<file path="config.mk">
export PLATFORM = sky130hd
export DESIGN_NAME = rx_err_sub
export DESIGN_NICKNAME = d
export VERILOG_FILES = /design/src/rtl/rx_err_sub_pkg.sv /design/src/rtl/rx_err_sub_lane.sv /design/src/rtl/rx_err_sub_stat.sv /design/src/rtl/rx_err_sub.sv
export SDC_FILE = /design/constraint.sdc
export NUM_CORES = 1
export LEC_CHECK = 0
export BUFFER_PORTS_ARGS = -buffer_cell sky130_fd_sc_hd__buf_4
export CAP_MARGIN = 20
export CORE_ASPECT_RATIO = 0.6
export CORE_MARGIN = 10
export CORE_UTILIZATION = 30
export DETAILED_ROUTE_END_ITERATION = 8
export PLACE_DENSITY = 0.73
export SLEW_MARGIN = 30
export SYNTH_ARGS = -nofsm -noshare
export SYNTH_HDL_FRONTEND = slang
export SYNTH_SLANG_ARGS = --single-unit
</file>
<file path="constraint.sdc">
create_clock -name clk -period 0.8 [get_ports clk]
set_input_delay 0.08 -clock clk [delete_from_list [all_inputs] [get_ports clk]]
set_output_delay 0.08 -clock clk [all_outputs]
set_load 0.02 [all_outputs]
</file>
<file path="src/rtl/rx_err_sub_pkg.sv">
`timescale 1ns/1ps
package rx_err_sub_pkg;
  localparam int          STAT_W       = 3;
  localparam logic [2:0]  STAT_OK      = 3'b000;
  localparam logic [2:0]  STAT_DEC_ERR = 3'b100;
  localparam logic [7:0]  SYM_BAD      = 8'hFE;
endpackage

</file>
<file path="src/rtl/rx_err_sub_lane.sv">
`timescale 1ns/1ps
module rx_err_sub_lane #(
  parameter int SYM_W = 8,
  parameter logic [SYM_W-1:0] MARK = '1
) (
  input  logic             valid,
  input  logic [SYM_W-1:0] sym_i,
  input  logic             k_i,
  input  logic             err_i,
  output logic [SYM_W-1:0] sym_o,
  output logic             k_o,
  output logic             hit_o
);
  always_comb begin
    hit_o = valid & err_i;
    if (hit_o) begin
      sym_o = MARK;
      k_o   = 1'b1;
    end else begin
      sym_o = sym_i;
      k_o   = k_i;
    end
  end
endmodule

</file>
<file path="src/rtl/rx_err_sub_stat.sv">
`timescale 1ns/1ps
module rx_err_sub_stat
  import rx_err_sub_pkg::*;
#(
  parameter int LANES = 2
) (
  input  logic [LANES-1:0]  hits,
  output logic [STAT_W-1:0] status
);
  always_comb begin
    if (|hits) status = STAT_DEC_ERR;
    else       status = STAT_OK;
  end
endmodule

</file>
<file path="src/rtl/rx_err_sub.sv">
`timescale 1ns/1ps
module rx_err_sub
  import rx_err_sub_pkg::*;
#(
  parameter int LANES = 2,
  parameter int SYM_W = 8
) (
  input  logic                   clk,
  input  logic                   rst,
  input  logic                   in_valid,
  input  logic [LANES*SYM_W-1:0] in_data,
  input  logic [LANES-1:0]       in_k,
  input  logic [LANES-1:0]       in_err,
  output logic                   out_valid,
  output logic [LANES*SYM_W-1:0] out_data,
  output logic [LANES-1:0]       out_k,
  output logic [STAT_W-1:0]      out_status
);
  localparam int DW = LANES * SYM_W;
  localparam logic [SYM_W-1:0] MARK = SYM_W'(SYM_BAD);

  logic [DW-1:0]     sub_data;
  logic [LANES-1:0]  sub_k;
  logic [LANES-1:0]  sub_hit;
  logic [STAT_W-1:0] sub_stat;

  for (genvar g = 0; g < LANES; g++) begin : g_lane
    rx_err_sub_lane #(.SYM_W(SYM_W), .MARK(MARK)) lane_i (
      .valid (in_valid),
      .sym_i (in_data[g*SYM_W +: SYM_W]),
      .k_i   (in_k[g]),
      .err_i (in_err[g]),
      .sym_o (sub_data[g*SYM_W +: SYM_W]),
      .k_o   (sub_k[g]),
      .hit_o (sub_hit[g])
    );
  end

  rx_err_sub_stat #(.LANES(LANES)) stat_i (
    .hits   (sub_hit),
    .status (sub_stat)
  );

  always_ff @(posedge clk) begin
    if (rst) begin
      out_valid  <= 1'b0;
      out_data   <= '0;
      out_k      <= '0;
      out_status <= STAT_OK;
    end else begin
      out_valid  <= in_valid;
      out_data   <= sub_data;
      out_k      <= sub_k;
      out_status <= sub_stat;
    end
  end
endmodule

</file>
==> metrics.yaml <==
hpwl_mm: 1.42
placedCellCount: 130
yosys.area.top_type_share_pct: 61.3
ys_async_sr_fraction_pct: 0
synth_area_leaders: "dfxtp_1 61%, a21oi_1 12%, nor2_1 9.2%"
grt_use_total_pct: 8.82
worst_ep_arrival_time_ps: 750
cp_data_required_time_ps: 720
grt_util_met1_pct: 8.86
cts_tree: "done"
antenna_found_initial: 0
status: "finished with violations"
setup_viol: 20
peakVddDrop_mv: 0.847
overflow: 0
htree_levels: 1
drive_above_1_share_pct: 55.7
fp-row-count: 12
core_area_um2: 1950
syn_area_per_cell_um2: 9.75
clock-sinks: 20
fin_crit_sh_pct: 103
final_cells: 150
cp.buffers_inverters: 1
ios: 45
portBuffers: 42
busiest_layer: "met2"
post-route-util_pct: 63.5
p_per_area_nw_per_um2: 1640
fmax_mhz: 1210
met3_usage_pct: 5.31
postSynthCellCount: 67
path_clk_slew_ps: 100
area_delta_synth_final_pct: 89.8
via_count: 637
dr.first_iter.drc_count: 27
dp_slack_ps: 152
synth_flop_cell: "dfxtp_1"
syn_area_um2: 653
slowest_stage: "dfxtp_2"
finalHoldViolCount: 0
cp_num_cells: 1
fill_cells: 160
hold_path.class: "in2reg"
critPathLaunch: "out_data[4]"
gp_congestion: 0.716
finalCriticalPeriod_ps: 828
final_nets: 147
grt_pass1_vias: 667
clock-root-buffer: "clkbuf_4"
p_leak_nw: 0.567
crit_fanout: 1
postLayoutCellArea_um2: 1240
grt_pass1_wl_mm: 3.15
synth_area_leader_cell: "dfxtp_1"
cp_top_family: "flip-flops"
violations: "setup timing"
crit_chain: "buf_6"
numCtsBuffers: 3
crit_type: "reg2out"
slew_viol_final: 0
end_kind: "output pin"
diodes: 0
synth_commonest_cells: "20 x dfxtp_1, 16 x a21oi_1, 16 x nor2_1"
die_height_um: 56.1
tns_ps: -403
yosysWarningCount: 0
setup_ws_ps: -27.6
place_area_um2: 947
grt_use_met2_pct: 14.4
grt_max_degree: 20
wire_per_inst_um: 13.1
hold_path_startpoint: "in_data[8]"
drc: 0
start_util_pct: 33.5
wirelength_mm: 1.97
crit_end: "out_data[4]"
firstDrtPassIters: 4
clk_path_buf_depth: 2
critPathLaunchType: "flop"
synth_seq_cells: 20
final_antenna_net_count: 0
cts_setup_buffers: 0
rsz0062_at_grt: "yes"
synth.distinct_cells: 11
drv_cap: 0
synth-edff-count: 0
yosysMostFrequentCell: "dfxtp_1"
slowest_delay_ps: 330
via_per_inst: 4.25
ys_seq_area_share_pct: 61.3
dieArea_um2: 4500
die_w_um: 80.2
==> sequential cells by signal (all words and copies together) (netlist names) <==
| signal | cells |
|---|---|
| out_valid | 1 |
| out_status | 1 |
| out_k | 2 |
| out_data | 16 |
==> cell families (layout without fill, tap and decap cells) <==
kind of cell	count (synthesis)	in the layout	share of synthesized area, %
compound gates	19	19	17.2
buf+inv	10	64	10.3
flops	20	20	61.3
other cells	1	2	0.574
simple gates	17	17	10.5
==> cell type report <==
cell class	instances	area, um^2	area share [%]
Tap cell	28	35.0	2.83
Inverter	2	7.51	0.605
Sequential cell	20	425	34.3
Timing Repair Buffer	59	561	45.2
Clock buffer	3	22.5	1.82
Multi-Input combinational cell	38	189	15.2
==> stage by stage <==
step,total power [mW],hold WS (ps)
6_report,2.03,21.8
5_1_grt,2.15,4.87
3_3_place_gp,1.47,285
2_1_floorplan,1.30,197
3_5_place_dp,1.48,291
4_1_cts,2.06,8.58
==> layer usage <==
metal | vias up | share of wire (%) | wire [um]
li1 | 320 | - | -
met1 | 279 | 37 | 729
met2 | 36 | 49 | 957
met3 | 2 | 13 | 261
met4 | 0 | 0.97 | 19
met5 | - | 0 | 0
==> placed cells by master (no fill, tap or decap) <==
cell / n
a211oi_2: 2
a21oi_1: 16
buf_4: 22
buf_6: 20
clkbuf_4: 3
conb_1: 2
dfxtp_2: 20
dlygate4sd3_1: 17
inv_1: 2
nor2_1: 16
nor2b_2: 1
o21a_1: 1
==> where the power goes <==
part	leakage [nW]	internal, mW	total [mW]	switching (mW)
Combinational	0.382	0.272	0.487	0.215
Clock	0.0138	0.175	0.447	0.272
Sequential	0.172	1.07	1.10	0.0289
==> how the worst min path moves through the flow <==
stage	slack, ps	end	cells past startpoint
floorplan	200	out_data[10]	2
global placement	290	out_data[3]	3
detailed placement	290	out_data[12]	3
CTS	9	out_data[8]	3
global route	5	out_data[8]	3
finish	20	out_data[8]	3
==> what timing repair did <==
action / in CTS / in global routing
resized for setup: 40 / 0
hold buffers: 17 / 0
setup endpoints to repair: 20 / 20
endpoints found under the hold margin: 17 / 0
No activity file was read; power rests on OpenSTA's default activity.
